[src/rtl/lcd_fetch_addr_gen.sv]
module lcd_fetch_addr_gen #(
  parameter int AW = 21,
  parameter int PW = 10
) (
  input  logic          clk,
  input  logic          rst_n,
  input  logic          video_en,
  input  logic          cfg_we,
  input  logic [1:0]    cfg_sel,
  input  logic [AW-1:0] cfg_wdata,
  input  logic          frame_start,
  input  logic          line_start,
  input  logic          req_ready,
  output logic          req_valid,
  output logic [AW-1:0] req_addr
);
  localparam int OW = AW - PW;
  localparam int CW = PW;

  logic [AW-1:0] s_start, s_end, a_end, ptr, base;
  logic [PW-1:0] s_pw, a_pw;
  logic [OW-1:0] s_off, a_off;
  logic [CW-1:0] cnt;
  logic          busy;

  wire [AW-1:0] pw_x       = AW'(a_pw);
  wire [AW-1:0] off_x      = AW'(a_off);
  wire [AW-1:0] step       = ptr + AW'(2);
  wire [AW-1:0] next_line  = base + pw_x + off_x;
  wire [CW-1:0] line_words = CW'(a_pw >> 1);
  wire          accept     = req_valid & req_ready;
  wire          open_line  = line_start & ~busy & (ptr < a_end);

  assign req_valid = busy & video_en;
  assign req_addr  = ptr;

  always_ff @(posedge clk) begin
    if (!rst_n) begin
      s_start <= '0;
      s_end   <= '0;
      s_pw    <= '0;
      s_off   <= '0;
    end else if (cfg_we && !video_en) begin
      case (cfg_sel)
        2'd0: s_start <= cfg_wdata;
        2'd1: s_end   <= cfg_wdata;
        2'd2: begin
          s_pw  <= cfg_wdata[PW-1:0];
          s_off <= cfg_wdata[AW-1:PW];
        end
        default: ;
      endcase
    end
  end

  always_ff @(posedge clk) begin
    if (!rst_n) begin
      a_end <= '0;
      a_pw  <= '0;
      a_off <= '0;
    end else if (frame_start) begin
      a_end <= s_end;
      a_pw  <= s_pw;
      a_off <= s_off;
    end
  end

  always_ff @(posedge clk) begin
    if (!rst_n) begin
      ptr  <= '0;
      base <= '0;
      cnt  <= '0;
      busy <= 1'b0;
    end else if (frame_start) begin
      ptr  <= s_start;
      base <= s_start;
      cnt  <= '0;
      busy <= 1'b0;
    end else if (!video_en) begin
      busy <= 1'b0;
    end else if (busy) begin
      if (accept) begin
        cnt <= cnt - CW'(1);
        if (cnt == CW'(1)) begin
          ptr  <= next_line;
          busy <= 1'b0;
        end else begin
          ptr <= step;
          if (step >= a_end) busy <= 1'b0;
        end
      end
    end else if (open_line) begin
      if (line_words == '0) begin
        ptr <= ptr + pw_x + off_x;
      end else begin
        busy <= 1'b1;
        cnt  <= line_words;
        base <= ptr;
      end
    end
  end
endmodule


[config.mk]
export PLATFORM = sky130hd
export DESIGN_NAME = lcd_fetch_addr_gen
export DESIGN_NICKNAME = d
export VERILOG_FILES = /design/src/rtl/lcd_fetch_addr_gen.sv
export SDC_FILE = /design/constraint.sdc
export NUM_CORES = 1
export LEC_CHECK = 0
export BUFFER_PORTS_ARGS = -buffer_cell sky130_fd_sc_hd__buf_2
export CORE_ASPECT_RATIO = 0.9
export CORE_MARGIN = 4
export CORE_UTILIZATION = 50
export DETAILED_ROUTE_END_ITERATION = 6
export HOLD_SLACK_MARGIN = 0.03
export PLACE_DENSITY_LB_ADDON = 0.15
export SYNTH_ARGS = -nofsm -noshare
export SYNTH_HDL_FRONTEND = slang
export SYNTH_SLANG_ARGS = --single-unit
[constraint.sdc]
create_clock -name clk -period 3.2 [get_ports clk]
set_input_delay 0.16 -clock clk [delete_from_list [all_inputs] [get_ports clk]]
set_output_delay 0.16 -clock clk [all_outputs]
set_load 0.1 [all_outputs]
# --- Word level (Yosys, flattened, before mapping) ---
# Index checks and enable logic that the tools add are counted.
totals:
  output_inout_bits: 22
  register_bits: 158
  inputBits: 30
classes:
  order_cmp: 2
  n_mux: 22
  addsub: 6
  n_bitwise: 7
  eq_ne: 8
  reduce_logical: 17
op_table:
  columns: ["operator", "count"]
  rows:
  - ["2-to-1 mux 21 bit", 12]
  - ["adder 21 x 10 -> 21 bit", 2]
  - ["adder 21 x 11 -> 21 bit", 2]
  - ["2-to-1 mux 10 bit", 4]
  - ["adder 21 x 2 -> 21 bit, second input constant", 1]
  - [">= comparator 21 bit", 1]
  - ["less-than comparator 21 bit", 1]
  - ["AND reduction 4 bit", 3]
  - ["equality test 10 x 1 -> 1 bit, second input constant", 1]
  - ["logical NOT 10 bit", 1]
  - ["subtractor 10 x 1 -> 10 bit, second input constant", 1]
  - ["2-to-1 mux 1 bit", 6]
  - ["inequality test 2 bit, second input constant", 3]
  - ["AND reduction 2 bit", 3]
  - ["nonzero test 2 bit", 3]
  - ["nonzero test 3 bit", 2]
  - ["bitwise AND 1 bit", 4]
  - ["inequality test 3 x 2 -> 1 bit, second input constant", 1]
  - ["inverter 1 bit", 3]
  - ["OR reduction 3 bit", 1]
  - ["equality test 2 x 1 -> 1 bit, second input constant", 1]
  - ["equality test 2 bit, second input constant", 1]
  - ["logical NOT 2 bit", 1]
  - ["inequality test 2 x 1 -> 1 bit, second input constant", 1]
  - ["3 further kinds", 3]

# --- Longest topological paths before layout ---
# Gate-level depths: netlist of the first run.
depth:
  depth_word: 7
  mapped_depth: 14

# --- Worst setup path after synthesis of the first run ---
# No wires, ideal clock.
synth_path:
  kind: "register to register"
  from: "reg ptr[1] (netlist: req_addr[1])"
  to: "reg ptr[19] (netlist: req_addr[19])"
  setup_time_ps: 131
  period_less_slack_ps: 4053
  required_ps: 3069
  arrival_ps: 3921
  path_stages_with_launch: 12
  n_path_buf: 0
  path_slack_ps: -853
  path_cell_list: "dfxtp_1 -> fa_1 -> ha_1 -> fa_1 -> a211oi_1 -> o21ai_0 -> a221oi_1 -> a211o_1 -> nand2b_1 -> xnor2_1 -> a221oi_1 -> a21oi_1"
synth_between:
  elab_chain_len: 7
  elab_cells_between_ends: 14
  cone_classes: "add/sub: 3; order compare: 1; mux: 7; bitwise: 1; reduce/logical: 2"
synth_lines:
  columns: ["item", "line", "rtl"]
  rows:
  - ["from (decl)", "20", "logic [AW-1:0] s_start, s_end, a_end, ptr, base;"]
  - ["from (signal assigned)", "75", "ptr <= s_start;"]
  - ["from (signal assigned)", "85", "ptr <= next_line;"]
  - ["from (signal assigned)", "88", "ptr <= step;"]
  - ["adder 21 x 10 -> 21 bit", "94", "ptr <= ptr + pw_x + off_x;"]
  - ["adder 21 x 11 -> 21 bit", "94", null]
  - ["2-to-1 mux 21 bit", "93", "if (line_words == '0) begin"]
  - ["2-to-1 mux 21 bit", "92", "end else if (open_line) begin"]
  - ["2-to-1 mux 21 bit", "81", "end else if (busy) begin"]
  - ["2-to-1 mux 21 bit", "79", "end else if (!video_en) begin"]
  - ["2-to-1 mux 21 bit", "74", "end else if (frame_start) begin"]
# Several ways; a longest one is shown, not always the timed one. The select of a mux whose other input is x is not followed.
# A chain may end at the register's enable or synchronous reset.

# --- Worst setup path after layout of the first run ---
layout_path:
  from: "reg a_off[3]"
  to: "reg ptr[14] (netlist: req_addr[14])"
layout_between:
  elab_chain_len: 6
  elab_cells_between_ends: 9
  cone_classes: "add/sub: 2; mux: 7"
layout_lines:
  columns: ["item", "line", "rtl"]
  rows:
  - ["from (decl)", "22", "logic [OW-1:0] s_off, a_off;"]
  - ["from (signal assigned)", "64", "a_off <= s_off;"]
  - ["adder 21 x 11 -> 21 bit, on equally long branches", "94, 29", null]
  - ["2-to-1 mux 21 bit, on equally long branches", "93, 84", null]
  - ["2-to-1 mux 21 bit, on equally long branches", "92, 82", null]
  - ["2-to-1 mux 21 bit (*)", "81", null]
  - ["2-to-1 mux 21 bit (*)", "79", null]
  - ["2-to-1 mux 21 bit (*)", "74", null]
  - ["to (signal assigned)", "75", null]
  - ["to (signal assigned)", "85", null]
  - ["to (signal assigned)", "94", null]
# Every way passes the cells marked *; elsewhere a longest branch is shown, timed or not. The select of a mux whose other input is x is not followed.

==> results of run 1 <==
-- kinds of logic (layout without fill, tap and decap cells) --
logic type / Yosys count / in the layout / synth area share (%)
and+or+nand+nor: 417 / 417 / 19.7
AOI/OAI and AO/OA: 306 / 306 / 19.0
DFF: 158 / 158 / 33.0
buffers and inverters: 99 / 217 / 4.40
adders and majority gates: 90 / 90 / 13.5
muxes: 66 / 66 / 7.01
xor gates and xnor gates: 37 / 37 / 3.38
-- where the power goes --
part / internal [mW] / leakage, nW / switching [mW]
Sequential: 2.01 / 1.29 / 0.0535
Clock: 1.20 / 0.297 / 0.944
Combinational: 0.243 / 3.15 / 0.466
-- layout make-up --
class	instances	area, um2
clock buffers	19	443
clock inverters	13	168
fillers	1693	7140
inverters	39	148
multi-input cells	916	6140
flip-flops and latches	158	3210
well taps	245	307
repair buffers	146	1030
-- metal layers --
metal  wire length (um)  vias up  global-route usage, %
met5                  0        -                      0
met4                425        0                   5.20
met3               2970       31                   6.15
met2              12500      364                   38.6
met1              14900     4224                   44.6
li1                   -     4347                      -
-- final timing paths --
path / slack, ps / startpoint / cells past startpoint / to
setup / recovery: 90 / a_off[3] / 10 / req_addr[14]
hold / removal: 130 / req_ready / 4 / busy
setup reg to reg: 90 / a_off[3] / 10 / req_addr[14]
hold reg to reg: 460 / s_end[10] / 2 / s_end[10]
-- critical path: stages (launching register included) --
cell	delay, ps
dfxtp_1	460
fa_1	460
ha_1	310
o21ai_0	100
or3_1	410
a21o_1	220
a21oi_1	330
xnor2_1	160
o21ai_0	90
a221oi_1	340
a21oi_1	110
-- state kept, by name (all words and copies together), names as in the netlist --
name	count
a_end	21
a_off	11
a_pw	10
base	21
busy	1
cnt	10
req_addr	21
s_end	21
s_off	11
s_pw	10
s_start	21
-- Yosys cell counts, drive strengths merged (3+ instances only) --
cell and instances:
and2 7, xnor2 22, o32ai 3, o211a 3
nand2b 10, or3 4, o211ai 12, a21oi 135
a21o 14, nor2b 9, or2 4, fa 22
and3 10, o21a 9, nor4 5, a31oi 9
a211oi 19, nand4 13, nor3b 4, mux2i 57
nand3 23, inv 39, a221oi 5, or4 4
nor3 20, buf 9, ha 68, mux2 9
nand2 204, nor2 91, clkbuf 51, o2111ai 3
o21ai 70, dfxtp 158, a211o 5, xor2 15
-- stage by stage --
| stage | hold slack (ps) | cells | utilization [%] | power [mW] | setup TNS [ps] |
|---|---|---|---|---|---|
| finish | 125 | 1536 | 61.6 | 4.92 | 0 |
| global route | 155 | 1536 | 61.6 | 5.07 | -15.9 |
| CTS | 121 | 1530 | 60.6 | 4.91 | 0 |
| detailed placement | 438 | 1476 | 56.2 | 2.77 | 0 |
| global placement | 432 | 1476 | 56.2 | 2.77 | 0 |
| floorplan | 274 | 1173 | - | 2.56 | 0 |
-- what timing repair did --
item                                    4_1_cts  5_1_grt
resized for setup                             0       34
endpoints found under the setup margin        0       25
hold endpoints to repair                     56        0
hold buffers                                 22        0
buffers inserted                              0        6
==> metrics.cfg, run 1 <==
[run_status]
status = complete, no violations

[synth]
syn-num-nets = 1293
synth_edf_count = 0
yosys.area.top_type_share_pct = 33.0
synth_warnings = 0
synthFlopType = dfxtp_1
yosysTopAreaCell = dfxtp_1
netlist_instances = 1173
syn_area_mm2 = 0.00959
async_reset_ff_share_pct = 0
synth_area_per_cell_um2 = 8.17
synth_seq_cells = 158
yosysSeqAreaShare_pct = 33.0
synth_cell_types = 67
synth_area_leaders = dfxtp_1 (33%), ha_1 (8.9%), nand2_1 (8.0%)

[detailed_routing]
avgRoutedWirePerCell_um = 20.1
dr.first_iter.drc_count = 835
drc = 0
vias = 8966
antenna_left = 0
firstDrtPassIters = 5
viasPerCell = 5.84
routed_wl_um = 30800

[placement]
pre_cts_slack_ps = 26.9
gp_congestion = 0.984
io_buffers = 51
hpwl_um = 23100
dpl_cell_area_mm2 = 0.0104

[final_layout]
finalNetCount = 1398
stdcell_area_mm2 = 0.0114
area_growth_pct = 19.4
drive_above_1_share_pct = 17.4
layout_commonest_cell = nand2_1
insertedDiodeCount = 0
final_cell_mix = nand2_1 (204), a21oi_1 (135), dfxtp_1 (135)

[power]
power.density_mw_per_mm2 = 430
ir_drop_mv = 0.421
power_leakage_nw = 4.74

[floorplanning]
num_io_pins = 52
core-area_mm2 = 0.0186
die_h_um = 139
die_width_um = 154
initial_core_util_pct = 51.6
fp.dieArea_mm2 = 0.0215
rows = 47

[sta]
skew_ps = 11.3
drv_slew = 0
hold_viol = 0
max_freq_mhz = 321
setup_viol = 0
period_minus_slack_ps = 3110
fin_crit_sh_pct = 97.2
fin_ws_ps = 88.5
slew_headroom_pct = 37.3
worst_slew_pin_slew_ps = 931

[cts]
cts.path.max_buffers = 2
cts_tree = done
cts.root.buffer_cell = clkbuf_16
cts_max_level = 4
clock_latency_ps = 440
clk_pin_slew_ps = 70
cts_made_buffers = 17
clock-sinks = 158

[worst_setup_path]
crit_type = reg -> reg
worstSetupStartpointType = flip-flop
arrival_ps = 3420
crit_fanout = 4
crit_path_end_kind = flip-flop
critPathRequiredTime_ps = 3510

[global_routing]
grt_first_pass_wirelength_um = 47200
grt_max_degree = 66
antenna_found_initial = 0
grt_pass1_vias = 8043
gr-total-overflow = 0
grt_usage_pct = 28.0

[run]
drv_cap = 0

[min_path]
hp-class = in -> reg

(Power assumes the default switching activity.)
==> run 2, diff against run 1 <==
Clock period 3.2 ns to 3.5 ns, I/O delays scaled along.
==> run 2 against run 1 <==
  * Sequential share of layout area grew 0.56 points
  * Hold slack gained 3.0 ps
  * Clock skew grew 5.1 ps
  * Combinational power shrank 11%
  * Sequential power shrank 9%
  * Final area shrank 2.8%
  * Maximum frequency shrank 7.5%
  * Critical path depth grew 1
==> metrics.cfg, run 2 (synthesis gave the netlist of run 1 again) <==
[power]
pwr-share-comb_pct = 13.9  ; was 14.4%
power_leakage_nw = 4.55  ; was 4.74 nW
p_switching_mw = 1.33  ; was 1.46 mW
pwr-share-seq_pct = 41.9  ; was 42.0%
ir_drop_mv = 0.366  ; was 0.421 mV
power.density_mw_per_mm2 = 406  ; was 430 mW/mm2
clkPwrFrac_pct = 44.2  ; was 43.6%
p_int_mw = 3.18  ; was 3.46 mW
switching_share_pct = 29.4  ; was 29.7%

[cts]
clock_latency_ps = 430  ; was 440 ps
clock-sinks = 158  ; unchanged
cts_max_level = 4  ; unchanged
cts_made_buffers = 17  ; unchanged
cts_tree = done  ; unchanged
clk_pin_slew_ps = 80  ; was 70 ps
cts.path.max_buffers = 2  ; unchanged
cts.root.buffer_cell = clkbuf_16  ; unchanged

[detailed_routing]
vias = 8964  ; was 8966
drc = 0  ; unchanged
routed_wl_um = 29800  ; was 30800 um
viasPerCell = 5.95  ; was 5.84
antenna_left = 0  ; unchanged
avgRoutedWirePerCell_um = 19.8  ; was 20.1 um
dr.first_iter.drc_count = 979  ; was 835
firstDrtPassIters = 5  ; unchanged

[floorplanning]
num_io_pins = 52  ; unchanged
initial_core_util_pct = 51.6  ; unchanged
fp.dieArea_mm2 = 0.0215  ; unchanged
core-area_mm2 = 0.0186  ; unchanged
rows = 47  ; unchanged
die_width_um = 154  ; unchanged
die_h_um = 139  ; unchanged

[global_routing]
antenna_found_initial = 0  ; unchanged
grt_pass1_vias = 8236  ; was 8043
grt_first_pass_wirelength_um = 46900  ; was 47200 um
grt_usage_pct = 27.5  ; was 28.0%
gr-total-overflow = 0  ; unchanged
grt_max_degree = 111  ; was 66

[sta]
hold_viol = 0  ; unchanged
setup_viol = 0  ; unchanged
worst_slew_pin_slew_ps = 1180  ; was 931 ps
max_freq_mhz = 297  ; was 321 MHz
drv_slew = 0  ; unchanged
fin_crit_sh_pct = 96.1  ; was 97.2%
slew_headroom_pct = 21.2  ; was 37.3%
finalSetupTns_ps = 0  ; unchanged
skew_ps = 16.4  ; was 11.3 ps
period_minus_slack_ps = 3360  ; was 3110 ps
rsz0062_at_grt = no

[final_layout]
stdcell_area_mm2 = 0.0111  ; was 0.0114 mm2
finalNetCount = 1368  ; was 1398
fillers = 1690  ; was 1693
ff_latch_area_mm2 = 0.00318  ; was 0.00321 mm2
final_core_util_pct = 59.8  ; was 61.6%
insertedDiodeCount = 0  ; unchanged
final_cell_mix = nand2_1 (203), dfxtp_1 (148), a21oi_1 (135)  ; was nand2_1 (204), a21oi_1 (135), dfxtp_1 (135)
drive_above_1_share_pct = 13.3  ; was 17.4%
layout_commonest_cell = nand2_1  ; unchanged
area_growth_pct = 16.0  ; was 19.4%
multi_input_area_mm2 = 0.00605  ; was 0.00614 mm2

[run]
drv_cap = 0  ; unchanged

[placement]
dpl_cell_area_mm2 = 0.0102  ; was 0.0104 mm2
gp_congestion = 0.934  ; was 0.984
io_buffers = 51  ; unchanged
hpwl_um = 21800  ; was 23100 um

[min_path]
min_from = req_ready  ; unchanged
hp-class = in -> reg  ; unchanged
min_path_cells = 4  ; unchanged
hold_path_end = busy  ; unchanged

[worst_setup_path]
arrival_ps = 3730  ; was 3420 ps
critPathRequiredTime_ps = 3870  ; was 3510 ps
r2r_start = req_addr[1]  ; was a_off[3]
r2r_slack_ps = 140  ; was 90 ps
reg2reg_to = req_addr[16]  ; was req_addr[14]
crit_path_end_kind = flip-flop  ; unchanged
worstSetupStartpointType = flip-flop  ; unchanged
crit_fanout = 10  ; was 4
ff2ff_path_depth = 11  ; was 10
crit_type = reg -> reg  ; unchanged

[run_status]
status = complete, no violations  ; unchanged

run 2: how the worst max path moves through the flow:
| stage | slack (ps) | cells after the start | startpoint | endpoint |
|---|---|---|---|---|
| 2_1_floorplan | 7 | 10 | req_addr[2] | req_addr[19] |
| 3_3_place_gp | 40 | 11 | a_pw[1] | req_addr[19] |
| 3_5_place_dp | 9 | 11 | a_pw[1] | req_addr[19] |
| 4_1_cts | 30 | 10 | a_pw[7] | req_addr[20] |
| 5_1_grt | 8 | 10 | a_pw[5] | req_addr[16] |
| 6_report | 140 | 11 | req_addr[1] | req_addr[16] |
run 2: metrics by stage:
step	hold slack [ps]	setup WS, ps	total power [mW]	instances
2_1_floorplan	289	7.10	2.34	1173
3_3_place_gp	438	40.0	2.52	1448
3_5_place_dp	444	8.81	2.53	1448
4_1_cts	120	26.9	4.51	1502
5_1_grt	166	7.51	4.66	1506
6_report	128	135	4.51	1506
run 2: power by group through the flow:
| stage | clock network (mW) | registers [mW] | logic (mW) |
|---|---|---|---|
| finish | 1.99 | 1.89 | 0.629 |
| global route | 2.09 | 1.89 | 0.683 |
| CTS | 2.00 | 1.89 | 0.620 |
| detailed placement | 0 | 1.93 | 0.597 |
| global placement | 0 | 1.93 | 0.591 |
| floorplan | 0 | 2.02 | 0.320 |
run 2: layer usage:
| layer | global-route usage, % | up-vias | share of wire (%) |
|---|---|---|---|
| li1 | - | 4292 | - |
| met1 | 42.2 | 4244 | 48 |
| met2 | 39.3 | 382 | 41 |
| met3 | 5.96 | 46 | 8.9 |
| met4 | 6.37 | 0 | 2.0 |
| met5 | 0 | - | 0 |
run 2: area by class of cell:
type | instances | share of cell area [%]
repair buffers | 116 | 7.31
multi-input cells | 916 | 54.4
clock buffers | 19 | 4.09
inverters | 39 | 1.33
well taps | 245 | 2.76
flip-flops and latches | 158 | 28.6
clock inverters | 13 | 1.55
run 2: timing repair:
| item | CTS | global route |
|---|---|---|
| pin swaps | 0 | 2 |
| buffers inserted | 0 | 4 |
| hold buffers | 22 | 0 |
| hold endpoints to repair | 53 | 0 |
| endpoints found under the setup margin | 1 | 8 |
| gates resized for setup | 1 | 9 |
run 2: worst max-delay path, cell delays in order, from the launching register on:
cell,delay (ps)
dfxtp_4,360
buf_4,190
inv_1,90
ha_1,290
or2_2,110
a21oi_1,60
o311ai_0,540
nand3_1,370
o21a_1,380
or4_1,580
a22oi_1,190
a31o_2,130
==> run 3, diff against run 2 <==
--- a/constraint.sdc
+++ b/constraint.sdc
@@ -3,2 +3,2 @@
 set_output_delay 0.175 -clock clk [all_outputs]
-set_load 0.1 [all_outputs]
+set_load 0.05 [all_outputs]
==> run 3 against run 2 <==
  * First-iteration DRC count up 6.3%
  * Worst setup slack better by 1.5 ps
  * Register-to-register slack about the same
  * Final cell count up 0.40%
  * Clock power down 7%
  * Largest power group is now registers
==> metrics.cfg, run 3 (synthesis gave the netlist of run 1 again) <==
[run_status]
status = complete, no violations  ; unchanged

[final_layout]
fillers = 1721  ; was 1690
insertedDiodeCount = 0  ; unchanged
final_core_util_pct = 59.7  ; was 59.8%
drive_above_1_share_pct = 12.9  ; was 13.3%
layout_commonest_cell = nand2_1  ; unchanged
stdcell_area_mm2 = 0.0111  ; about the same
finalNetCount = 1374  ; was 1368
final_cell_mix = nand2_1 (204), dfxtp_1 (156), a21oi_1 (135)  ; was nand2_1 (203), dfxtp_1 (148), a21oi_1 (135)
multi_input_area_mm2 = 0.00605  ; about the same
ff_latch_area_mm2 = 0.00317  ; was 0.00318 mm2
final_cell_count_no_fill = 1512  ; was 1506
area_growth_pct = 15.8  ; was 16.0%

[sta]
rsz0062_at_grt = yes  ; was no
whs_ps = 130  ; was 128 ps
period_minus_slack_ps = 3360  ; about the same
slew_headroom_pct = 31.5  ; was 21.2%
setup_viol = 0  ; unchanged
max_freq_mhz = 297  ; about the same
hold_viol = 0  ; unchanged
fin_ws_ps = 137  ; was 135 ps
finalSetupTns_ps = 0  ; unchanged
drv_slew = 0  ; unchanged
skew_ps = 11.5  ; was 16.4 ps
worst_slew_pin_slew_ps = 1020  ; was 1180 ps
fin_crit_sh_pct = 96.1  ; about the same

[power]
pwr-share-comb_pct = 13.4  ; was 13.9%
switching_share_pct = 28.8  ; was 29.4%
power_mw = 4.31  ; was 4.51 mW
p_int_mw = 3.07  ; was 3.18 mW
clkPwrFrac_pct = 42.9  ; was 44.2%
power.density_mw_per_mm2 = 389  ; was 406 mW/mm2
power_leakage_nw = 4.56  ; was 4.55 nW
pwr-share-seq_pct = 43.8  ; was 41.9%
p_switching_mw = 1.24  ; was 1.33 mW
ir_drop_mv = 0.473  ; was 0.366 mV

[floorplanning]
initial_core_util_pct = 51.6  ; unchanged
rows = 47  ; unchanged
core-area_mm2 = 0.0186  ; unchanged
num_io_pins = 52  ; unchanged
die_h_um = 139  ; unchanged
fp.dieArea_mm2 = 0.0215  ; unchanged
die_width_um = 154  ; unchanged

[worst_setup_path]
worst-path-buf-inv = 0  ; was 2
cp_slowest_cell = dfxtp_1  ; was or4_1
critPathMaxStageDelay_ps = 690  ; was 580 ps
crit_type = reg -> reg  ; unchanged
crit_chain = ha_1 -> nand4_1 -> nor4_1 -> o311ai_0 -> nand3_1 -> o21a_1 -> nand2_1 -> a211oi_1 -> a31o_2  ; was buf_4 -> inv_1 -> ha_1 -> or2_2 -> a21oi_1 -> o311ai_0 -> nand3_1 -> o21a_1 -> or4_1 -> a22oi_1 -> a31o_2
crit_fanout = 14  ; was 10
crit_path_end_kind = flip-flop  ; unchanged
critPathRequiredTime_ps = 3880  ; was 3870 ps
arrival_ps = 3740  ; was 3730 ps
worstSetupStartpointType = flip-flop  ; unchanged
critical-path-top-delay-family = simple AND/OR/NAND/NOR gates  ; was compound AO/OA/AOI/OAI gates

[detailed_routing]
dr.first_iter.drc_count = 1041  ; was 979
routed_wl_um = 30100  ; was 29800 um
avgRoutedWirePerCell_um = 19.9  ; was 19.8 um
antenna_left = 0  ; unchanged
vias = 8992  ; was 8964
drc = 0  ; unchanged
viasPerCell = 5.95  ; about the same
firstDrtPassIters = 7  ; was 5

[placement]
gp_congestion = 0.961  ; was 0.934
io_buffers = 51  ; unchanged
placed_cells_incl_taps = 1458  ; was 1448
dpl_cell_area_mm2 = 0.0103  ; was 0.0102 mm2
hpwl_um = 22400  ; was 21800 um
pre_cts_slack_ps = 86.5  ; was 8.81 ps

[run]
drv_cap = 0  ; unchanged

[global_routing]
antenna_found_initial = 0  ; unchanged
grt_usage_pct = 27.8  ; was 27.5%
grt_max_degree = 79  ; was 111
gr-total-overflow = 0  ; unchanged
grt_pass1_vias = 8242  ; was 8236
grt_first_pass_wirelength_um = 47100  ; was 46900 um

[min_path]
hp-class = in -> reg  ; unchanged

[cts]
cts_made_buffers = 17  ; unchanged
cts.path.max_buffers = 2  ; unchanged
cts_tree = done  ; unchanged
clock-sinks = 158  ; unchanged
cts_post_setup_buffers_inserted = 0  ; unchanged
clock_latency_ps = 430  ; about the same
cts_max_level = 4  ; unchanged
cts.root.buffer_cell = clkbuf_16  ; unchanged
clk_pin_slew_ps = 70  ; was 80 ps

==> run 3: cell count changes in the layout (fill, tap and decap cells not counted), moves of 2 or more <==
| cell | previous run | this run |
|---|---|---|
| dfxtp_2 | 9 | 2 |
| inv_6 | 2 | 5 |
| dfxtp_1 | 148 | 156 |
| inv_8 | 5 | 2 |
| clkinv_4 | 2 | 0 |
| buf_4 | 43 | 49 |
| clkinvlp_4 | 0 | 3 |
==> run 3: power groups by stage <==
stage | sequential [mW] | combinational (mW) | clock [mW]
4_1_cts | 1.89 | 0.568 | 1.86
5_1_grt | 1.89 | 0.630 | 1.93
3_3_place_gp | 1.93 | 0.543 | 0
2_1_floorplan | 1.97 | 0.319 | 0
3_5_place_dp | 1.93 | 0.546 | 0
6_report | 1.89 | 0.577 | 1.85
==> run 3: what timing repair did <==
| item | 4_1_cts | 5_1_grt |
|---|---|---|
| hold buffers | 22 | 0 |
| setup endpoints to repair | 0 | 7 |
| endpoints found under the hold margin | 54 | 0 |
| gates resized for setup | 0 | 8 |
==> run 3: path summary, 6_finish.rpt <==
path	start	end	slack, ps	depth (start not counted)
min	cfg_sel[0]	s_start[18]	130	4
min reg2reg	s_start[2]	s_start[2]	450	2
max reg2reg	req_addr[12]	req_addr[15]	140	9
max	req_addr[12]	req_addr[15]	140	9
==> run 3: routing by layer <==
| metal | vias up | wire length, um | GRT usage [%] |
|---|---|---|---|
| met5 | - | 0 | 0 |
| met2 | 439 | 12600 | 39.8 |
| li1 | 4303 | - | - |
| met3 | 40 | 3140 | 6.92 |
| met1 | 4210 | 13800 | 41.9 |
| met4 | 0 | 549 | 6.83 |
==> run 3: worst min-delay path: stages <==
cell,delay (ps)
buf_2,120
nor3_2,100
nand2_1,80
a21oi_1,50
==> run 3: final cells by class <==
| type | instances | area share [%] |
|---|---|---|
| multi-input combinational | 916 | 54.5 |
| sequential | 158 | 28.5 |
| timing repair buffer | 122 | 7.73 |
| clock buffer | 20 | 4.02 |
| tap | 245 | 2.76 |
| inverter | 39 | 1.33 |
| clock inverter | 12 | 1.12 |
